## config.mk

```make
export PLATFORM = sky130hd
export DESIGN_NAME = ctlw_frame_gen
export DESIGN_NICKNAME = d
export VERILOG_FILES = /design/src/rtl/ctlw_pkg.sv /design/src/rtl/ctlw_prescaler.sv /design/src/rtl/ctlw_shifter.sv /design/src/rtl/ctlw_sequencer.sv /design/src/rtl/ctlw_frame_gen.sv
export SDC_FILE = /design/constraint.sdc
export NUM_CORES = 1
export LEC_CHECK = 0
export CORE_ASPECT_RATIO = 1.1
export CORE_MARGIN = 2
export CORE_UTILIZATION = 60
export CTS_BUF_LIST = sky130_fd_sc_hd__clkbuf_4
export DETAILED_ROUTE_END_ITERATION = 8
export DONT_BUFFER_PORTS = 1
export GPL_TIMING_DRIVEN = 0
export PLACE_DENSITY = 0.76
export SLEW_MARGIN = 20
export SYNTH_ARGS = -nofsm -noshare
export SYNTH_HDL_FRONTEND = slang
export SYNTH_SLANG_ARGS = --single-unit
```

## constraint.sdc

```tcl
create_clock -name clk -period 3.24 [get_ports clk]
set_input_delay 0.324 -clock clk [delete_from_list [all_inputs] [get_ports clk]]
set_output_delay 0.324 -clock clk [all_outputs]
set_load 0.02 [all_outputs]
```

## src/rtl/ctlw_pkg.sv

```systemverilog
package ctlw_pkg;
   typedef enum logic [2:0] {
      ST_IDLE,
      ST_SETUP,
      ST_HIGH,
      ST_LOW,
      ST_HOLD
   } seq_state_t;

   function automatic int unsigned frame_halves(input int unsigned nbits);
      return 2 * nbits + 1;
   endfunction
endpackage

```

## src/rtl/ctlw_prescaler.sv

```systemverilog
module ctlw_prescaler #(
   parameter int unsigned DIV_LOG2 = 2,
   parameter bit          DUAL_RATE = 1'b1
) (
   input  logic clk,
   input  logic rst_n,
   input  logic clear_i,
   input  logic slow_i,
   output logic tick_o
);
   localparam int unsigned CNT_W = DIV_LOG2 + 1;

   logic [CNT_W-1:0] cnt_q;
   logic             tick_fast;
   logic             tick_slow;

   initial begin
      assert (DIV_LOG2 >= 1) else $error("DIV_LOG2 must be at least 1");
   end

   always_ff @(posedge clk or negedge rst_n) begin
      if (!rst_n) begin
         cnt_q <= '0;
      end else if (clear_i) begin
         cnt_q <= '0;
      end else begin
         cnt_q <= cnt_q + 1'b1;
      end
   end

   assign tick_fast = &cnt_q[DIV_LOG2-1:0];
   assign tick_slow = &cnt_q;

   generate
      if (DUAL_RATE) begin : g_dual
         assign tick_o = slow_i ? tick_slow : tick_fast;
      end else begin : g_single
         logic unused_slow;
         assign unused_slow = slow_i;
         assign tick_o = tick_fast;
      end
   endgenerate


   tick_spacing_chk: assert property (@(posedge clk) disable iff (!rst_n)
      tick_o && !clear_i |=> !tick_o);
endmodule

```

## src/rtl/ctlw_shifter.sv

```systemverilog
module ctlw_shifter #(
   parameter int unsigned WORD_W    = 11,
   parameter bit          D1_AT_LSB = 1'b1
) (
   input  logic              clk,
   input  logic              rst_n,
   input  logic              load_i,
   input  logic              shift_i,
   input  logic [WORD_W-1:0] word_i,
   output logic              sdata_o
);
   logic [WORD_W-1:0] sr_q;
   logic [WORD_W-1:0] sr_next;

   initial begin
      assert (WORD_W >= 2) else $error("WORD_W must be at least 2");
   end

   generate
      if (D1_AT_LSB) begin : g_lsb
         assign sr_next = {1'b0, sr_q[WORD_W-1:1]};
         assign sdata_o = sr_q[0];
      end else begin : g_msb
         assign sr_next = {sr_q[WORD_W-2:0], 1'b0};
         assign sdata_o = sr_q[WORD_W-1];
      end
   endgenerate

   always_ff @(posedge clk or negedge rst_n) begin
      if (!rst_n) begin
         sr_q <= '0;
      end else if (load_i) begin
         sr_q <= word_i;
      end else if (shift_i) begin
         sr_q <= sr_next;
      end
   end


   hold_when_idle_chk: assert property (@(posedge clk) disable iff (!rst_n)
      !load_i && !shift_i |=> $stable(sdata_o));
endmodule

```

## src/rtl/ctlw_sequencer.sv

```systemverilog
module ctlw_sequencer
   import ctlw_pkg::*;
#(
   parameter int unsigned WORD_W = 11
) (
   input  logic clk,
   input  logic rst_n,
   input  logic start_i,
   input  logic tick_i,
   output logic go_o,
   output logic shift_o,
   output logic sclk_o,
   output logic latch_o,
   output logic busy_o
);
   localparam int unsigned BC_W = $clog2(WORD_W);
   localparam logic [BC_W-1:0] LAST_BIT = BC_W'(WORD_W - 1);

   seq_state_t       state_q;
   logic [BC_W-1:0]  bitcnt_q;
   logic             sclk_q;
   logic             latch_q;
   logic             at_last;

   assign at_last = (bitcnt_q == LAST_BIT);
   assign go_o    = (state_q == ST_IDLE) && start_i;
   assign shift_o = tick_i && (state_q == ST_HIGH) && !at_last;
   assign sclk_o  = sclk_q;
   assign latch_o = latch_q;
   assign busy_o  = (state_q != ST_IDLE);

   always_ff @(posedge clk or negedge rst_n) begin
      if (!rst_n) begin
         state_q  <= ST_IDLE;
         bitcnt_q <= '0;
         sclk_q   <= 1'b0;
         latch_q  <= 1'b1;
      end else begin
         unique case (state_q)
            ST_IDLE: begin
               if (start_i) begin
                  state_q  <= ST_SETUP;
                  latch_q  <= 1'b0;
                  bitcnt_q <= '0;
               end
            end
            ST_SETUP: begin
               if (tick_i) begin
                  state_q <= ST_HIGH;
                  sclk_q  <= 1'b1;
               end
            end
            ST_HIGH: begin
               if (tick_i) begin
                  if (at_last) begin
                     state_q <= ST_HOLD;
                     latch_q <= 1'b1;
                  end else begin
                     state_q  <= ST_LOW;
                     sclk_q   <= 1'b0;
                     bitcnt_q <= bitcnt_q + 1'b1;
                  end
               end
            end
            ST_LOW: begin
               if (tick_i) begin
                  state_q <= ST_HIGH;
                  sclk_q  <= 1'b1;
               end
            end
            ST_HOLD: begin
               if (tick_i) begin
                  state_q  <= ST_IDLE;
                  sclk_q   <= 1'b0;
                  bitcnt_q <= '0;
               end
            end
            default: state_q <= ST_IDLE;
         endcase
      end
   end


   latch_rise_chk: assert property (@(posedge clk) disable iff (!rst_n)
      $rose(latch_q) |-> sclk_q);


   idle_level_chk: assert property (@(posedge clk) disable iff (!rst_n)
      !busy_o |-> latch_q && !sclk_q);


   bit_bound_chk: assert property (@(posedge clk) disable iff (!rst_n)
      bitcnt_q <= LAST_BIT);


   busy_start_chk: assert property (@(posedge clk) disable iff (!rst_n)
      $rose(busy_o) |-> $fell(latch_q));
endmodule

```

## src/rtl/ctlw_frame_gen.sv

```systemverilog
module ctlw_frame_gen #(
   parameter int unsigned WORD_W    = 11,
   parameter int unsigned DIV_LOG2  = 2,
   parameter bit          DUAL_RATE = 1'b1,
   parameter bit          D1_AT_LSB = 1'b1
) (
   input  logic              clk,
   input  logic              rst_n,
   input  logic              start_i,
   input  logic              rate_sel_i,
   input  logic [WORD_W-1:0] word_i,
   output logic              sclk_o,
   output logic              sdata_o,
   output logic              latch_o,
   output logic              busy_o
);
   logic go;
   logic shift;
   logic tick;
   logic slow_q;

   always_ff @(posedge clk or negedge rst_n) begin
      if (!rst_n) begin
         slow_q <= 1'b0;
      end else if (go) begin
         slow_q <= rate_sel_i;
      end
   end

   ctlw_prescaler #(
      .DIV_LOG2 (DIV_LOG2),
      .DUAL_RATE(DUAL_RATE)
   ) u_pre (
      .clk    (clk),
      .rst_n  (rst_n),
      .clear_i(go),
      .slow_i (slow_q),
      .tick_o (tick)
   );

   ctlw_sequencer #(
      .WORD_W(WORD_W)
   ) u_seq (
      .clk    (clk),
      .rst_n  (rst_n),
      .start_i(start_i),
      .tick_i (tick),
      .go_o   (go),
      .shift_o(shift),
      .sclk_o (sclk_o),
      .latch_o(latch_o),
      .busy_o (busy_o)
   );

   ctlw_shifter #(
      .WORD_W   (WORD_W),
      .D1_AT_LSB(D1_AT_LSB)
   ) u_shf (
      .clk    (clk),
      .rst_n  (rst_n),
      .load_i (go),
      .shift_i(shift),
      .word_i (word_i),
      .sdata_o(sdata_o)
   );


   data_edge_chk: assert property (@(posedge clk) disable iff (!rst_n)
      !$stable(sdata_o) |-> ($fell(sclk_o) || $fell(latch_o)));


   rate_hold_chk: assert property (@(posedge clk) disable iff (!rst_n)
      busy_o |=> $stable(slow_q));
endmodule

```

**Word-level counts from Yosys, hierarchy flattened**

Index checks and enable logic that the tools add are counted.

- Register bits after elaboration: 24
- Output and inout port bits: 4

- Add/sub/neg operators: 2
- Reductions and logical operators: 17
- Eq/ne operators: 11
- Multiplexer cells: 24

Operators by type and width:

| kind | count |
|---|---|
| $mux 11 | 2 |
| $mux 3 | 6 |
| $mux 4 | 4 |
| $pmux 3 s4 | 1 |
| $pmux 4 s3 | 1 |
| $reduce_and 5->1 | 2 |
| $reduce_bool 3->1 | 3 |
| $mux 1 | 8 |
| $ne 2x1->1 const B | 4 |
| $reduce_and 4->1 | 2 |
| $eq 3x2->1 const B | 2 |
| $add 4x1->4 const B | 1 |
| $eq 4x4->1 const B | 1 |
| $ne 2x2->1 const B | 2 |
| $reduce_bool 2->1 | 2 |
| $add 3x1->3 const B | 1 |
| $eq 3x1->1 const B | 1 |
| $eq 3x3->1 const B | 1 |
| $logic_and 1x1->1 | 3 |
| $logic_not 3->1 | 1 |
| $pmux 1 s3 | 1 |
| $reduce_and 3->1 | 1 |
| $pmux 1 s2 | 1 |
| $reduce_and 2->1 | 1 |
| other kinds (2) | 2 |

**Longest topological paths before layout**

- Depth in word-level cells: 6
- Depth in mapped cells: 7

**Hierarchy**

Synthesis repeated with hierarchy kept, for this count alone.

- Cells, all modules: 115
- Area total of the unflattened synthesis: 1,201.2 um^2

By module, submodules not included:

| module | area each (um^2) | cells an instance | sequential area each (um^2) | instances |
|---|---|---|---|---|
| ctlw_sequencer | 530.5 | 57 | 226.5 | 1 |
| ctlw_shifter | 499.2 | 47 | 275.3 | 1 |
| ctlw_prescaler | 131.4 | 9 | 75.1 | 1 |
| ctlw_frame_gen | 40.0 | 2 | 25.0 | 1 |

**Worst setup path after synthesis**

OpenSTA, ideal clock, no wires.

- Path kind: register -> register
- Start: register u_seq.state_q[1]
- End: register u_shf.sr_q[2]
- Cell stages (with the launch flop): 7
- Setup time: 125 ps
- Data arrival time: 1,610 ps
- Slack: 1,505 ps
- Data required time: 3,115 ps
- Cell sequence: dfrtp_1 > buf_6 > nand2b_4 > nor3_4 > buf_8 > mux2_4 > mux2_4

- Word-level cells in the longest chain between the ends: 4
- Elaborated cells between the ends (all ways): 7
- Classes of those cells: eq/ne: 1; mux: 1; reduce/logical: 5

RTL lines:

| element | RTL line | source |
|---|---|---|
| from (decl) | ctlw_sequencer.sv:19 | `seq_state_t state_q;` |
| from (signal assigned) | ctlw_sequencer.sv:34 | `state_q <= ST_IDLE;` |
| from (signal assigned) | ctlw_sequencer.sv:42 | `state_q <= ST_SETUP;` |
| from (signal assigned) | ctlw_sequencer.sv:49 | `state_q <= ST_HIGH;` |
| $eq 3x2->1 | ctlw_sequencer.sv:27 | `assign shift_o = tick_i && (state_q == ST_HIGH) && !at_last;` |
| $logic_and 1x1->1 (2 in a row) | ctlw_sequencer.sv:27 |  |
| $reduce_bool 2->1 (no source line) | -- |  |
| to (signal assigned) | ctlw_shifter.sv:33 | `sr_q <= word_i;` |
| to (signal assigned) | ctlw_shifter.sv:35 | `sr_q <= sr_next;` |
| to (decl) | ctlw_shifter.sv:12 | `logic [WORD_W-1:0] sr_q;` |

Parallel ways exist; a longest one is shown, timed or not.
A chain may end at the register's enable or synchronous reset.

**Worst setup path in the final report**

- Start: register u_seq.bitcnt_q[0]
- End: register u_shf.sr_q[1]

- Word-level cells in the longest chain between the ends: 4

RTL lines:

| element | RTL line | source |
|---|---|---|
| from (decl) | ctlw_sequencer.sv:20 | `logic [BC_W-1:0] bitcnt_q;` |
| from (signal assigned) | ctlw_sequencer.sv:61 | `bitcnt_q <= bitcnt_q + 1'b1;` |
| $eq 4x4->1 | ctlw_sequencer.sv:25 | `assign at_last = (bitcnt_q == LAST_BIT);` |
| $logic_not 1->1 | ctlw_sequencer.sv:27 |  |
| $logic_and 1x1->1 | ctlw_sequencer.sv:27 |  |
| $reduce_bool 2->1 (no source line) | -- |  |

No other way between the ends.

==> results.md <==
* Outcome: finished clean
* Cell Chain, Critical Path: inv_1, ha_1, nand3b_1, o211ai_2, a21boi_2, buf_6, mux2_1
* Dpl hpwl at roughly 1.6 mm
* Predominant post-synthesis flop cell: dfrtp_1
* Peak Freq at between 0.5 and 0.6 GHz
* Net count after synthesis at around 130
* Layout Utilization at between 60 and 70%
* Final GP Congestion at approximately 0.86
* Multi-input logic area at ~660 µm²
* Final Hold Fails at 0
* FILL cells at 164
* CTS sink cnt at 24
* Worst-margin pin slew at approximately 0.54 ns
* Worst slew margin at between 60% and 70%
* CP Max Fanout at 10
* Syn Std Cell Area at 1330 µm²
* CP endpoint kind: flop
* Register area share after synthesis at 45.2%
* DRT iter0 DRCs at 14
* Count leader, synth: dfrtp_1
* Ys async rst share at 100%
* Largest area contributor in the netlist: dfrtp_1
* Clock-pin slew on the worst setup and hold paths at around 0.13 ns
* Post-CTS sizing at 0
* Antenna-violating nets left at 0
* Initial Util at ~65%
* First-pass GRT wire length at around 3.8 mm
* Unrepaired setup endpoints after global routing: no
* Routed len/inst at ~16 µm
* Core area at between 2000 and 2500 µm²
* Area contributors post-synth: dfrtp_1 43%, mux2_4 9.0%, mux2_2 6.8%
* CP delay by family, top: compound AO/OA/AOI/OAI gates
* Max incr delay on CP at 0.42 ns
* Yosys warns at 0
* Post-synth cell types at 39
* I/O Buffers at 0
* Post-synthesis register bit count at 24
* Via Count at 827
* CP required at about 3.5 ns
* Synth top area share at approximately 43%
* Fin crit period at 1.92 ns
* Worst Path Buf+Inv at 2
* Pwr Density at about 850 nW/µm²
* TNS Setup at 0 ns
* CTS tree: done
* Max-slew violations at 0
* Chip Height at roughly 53 µm
* Net count reported at finish at 134
* Post-route DRC at 0
* Max_cap viols at 0
* I/O pin count at 19
* Largest net degree at the start of global routing at 25
* Chip width at a little under 50 µm
* Final period util at between 50% and 60%
* First-pass DRT Iterations at 4
* Peak supply drop at 0.654 mV
* Hold crit path type: input port to flop
* Cts hold-fix bufs at 1
* CTS Root Cell: clkbuf_4
* Sequential cell area at around 600 µm²
* Num CTS Buffers at 3
* Crit path DAT at 2.14 ns
* Final setup fails at 0
* Area growth syn-to-layout at 6.01%
* GRT overflow at 0
* Slowest library cell on the worst path: dfrtp_1
* FP Rows at 17
* Antenna Cells at 0
* Initial antenna violation count at 0
* Total Routed Length at ~2.2 mm
* Tightest hold margin at 0.115 ns
* Setup Fix Bufs, Post-CTS at 0
* Worst Skew at between 0.007 and 0.008 ns
* Synthesized netlist cell count at approximately 110
* Crit start category: flop
* Vias/cell at 5.82
* Total GRT Usage at about 20%
* Post-synth EDFFs at 0
* Leakage at ~0.64 nW
* CTS H-tree lvls at 1
* Deepest clock path buffer count at 2
* Syn_area_per_cell at between 10 and 15 µm²
* Layout cells sized above 1 at roughly a third
* Vias in the first global route at about 800
* Synth top cells by count: 23 x dfrtp_1, 8 x mux2_2, 8 x mux2_4
* Die Footprint at about 2600 µm²
* Later-pin clock latency in the skew report at 0.32 ns
* CP Class: flop to flop
[per-layer routing]
metal / share of wire [%] / global-route usage [%] / up-vias
met5: 0 / 0 / -
met4: 2.5 / 11.4 / 0
met3: 3.3 / 3.11 / 4
met2: 48 / 33.8 / 21
met1: 46 / 25.2 / 403
li1: - / - / 399
[where the power goes]
group | internal (W) | total [W] | switching [W]
combinational | 0.000291 | 0.000535 | 0.000244
sequential | 0.000420 | 0.000517 | 0.0000967
clock | 0.0000566 | 0.000146 | 0.0000895
total | 0.000768 | 0.00120 | 0.000430
[state kept, by name, indices dropped and copies added (netlist names)]
signal / cells
u_shf.sr_q: 11
u_seq.bitcnt_q: 4
u_pre.cnt_q: 3
u_seq.state_q: 3
slow_q: 1
u_seq.latch_o: 1
u_seq.sclk_o: 1
[layout by cell type (no fill, tap or decap), types with 2 or more instances in the layout]
| master | instances |
|---|---|
| mux2_2 | 8 |
| nand3_1 | 4 |
| a21oi_1 | 5 |
| mux2_4 | 8 |
| nor2_1 | 7 |
| inv_1 | 3 |
| buf_6 | 2 |
| nand2b_1 | 3 |
| clkbuf_4 | 4 |
| dfrtp_1 | 23 |
| o21ai_0 | 3 |
| ha_1 | 4 |
| nand3b_1 | 2 |
| nand2_1 | 5 |
| o2bb2ai_1 | 2 |
| buf_2 | 2 |
| mux2_1 | 5 |
[final cells by class]
type,instances,area share (%)
multi-input cells,76,46.9
flip-flops and latches,24,42.6
plain buffers,5,3.99
well taps,28,2.48
clock buffers,4,2.13
repair buffers,2,1.06
inverters,3,0.797
[path summary, 6_finish.rpt]
path	from	endpoint	slack, ns	cells after the start
max	u_seq.bitcnt_q[0]$_DFFE_PN0P_	u_shf.sr_q[1]$_DFFE_PN0P_	1.32	7
min	word_i[10]	u_shf.sr_q[10]$_DFFE_PN0P_	0.12	2
max reg2reg	u_seq.bitcnt_q[0]$_DFFE_PN0P_	u_shf.sr_q[1]$_DFFE_PN0P_	1.32	7
min reg2reg	u_pre.cnt_q[0]$_DFF_PN0_	u_pre.cnt_q[0]$_DFF_PN0_	0.47	1
max in group asynchronous	rst_n	u_seq.latch_o$_DFFE_PN1P_	2.33	2
min in group asynchronous	rst_n	u_seq.bitcnt_q[1]$_DFFE_PN0P_	0.53	2
[cells by family (layout without fill, tap and decap cells)]
kind of cell | after synthesis | count (layout) | synth area share, %
AO/OA/AOI/OAI | 20 | 20 | 11.8
XOR/XNOR | 2 | 2 | 1.31
adder cells (fa/ha/maj) | 4 | 4 | 3.76
buffers and inverters | 8 | 14 | 5.07
flip-flops | 24 | 24 | 45.2
multiplexers | 21 | 21 | 20.0
AND/OR/NAND/NOR | 29 | 29 | 12.9
[metrics by stage]
stage               area (µm²)  power, W  setup WS (ns)  cells
floorplan                 1330  0.000961           1.50    108
global placement          1370   0.00103           1.37    136
detailed placement        1370   0.00106           1.33    136
CTS                       1410   0.00121           1.31    141
global route              1410   0.00129           1.16    142
finish                    1410   0.00120           1.32    142
(Power assumes the default switching activity.)
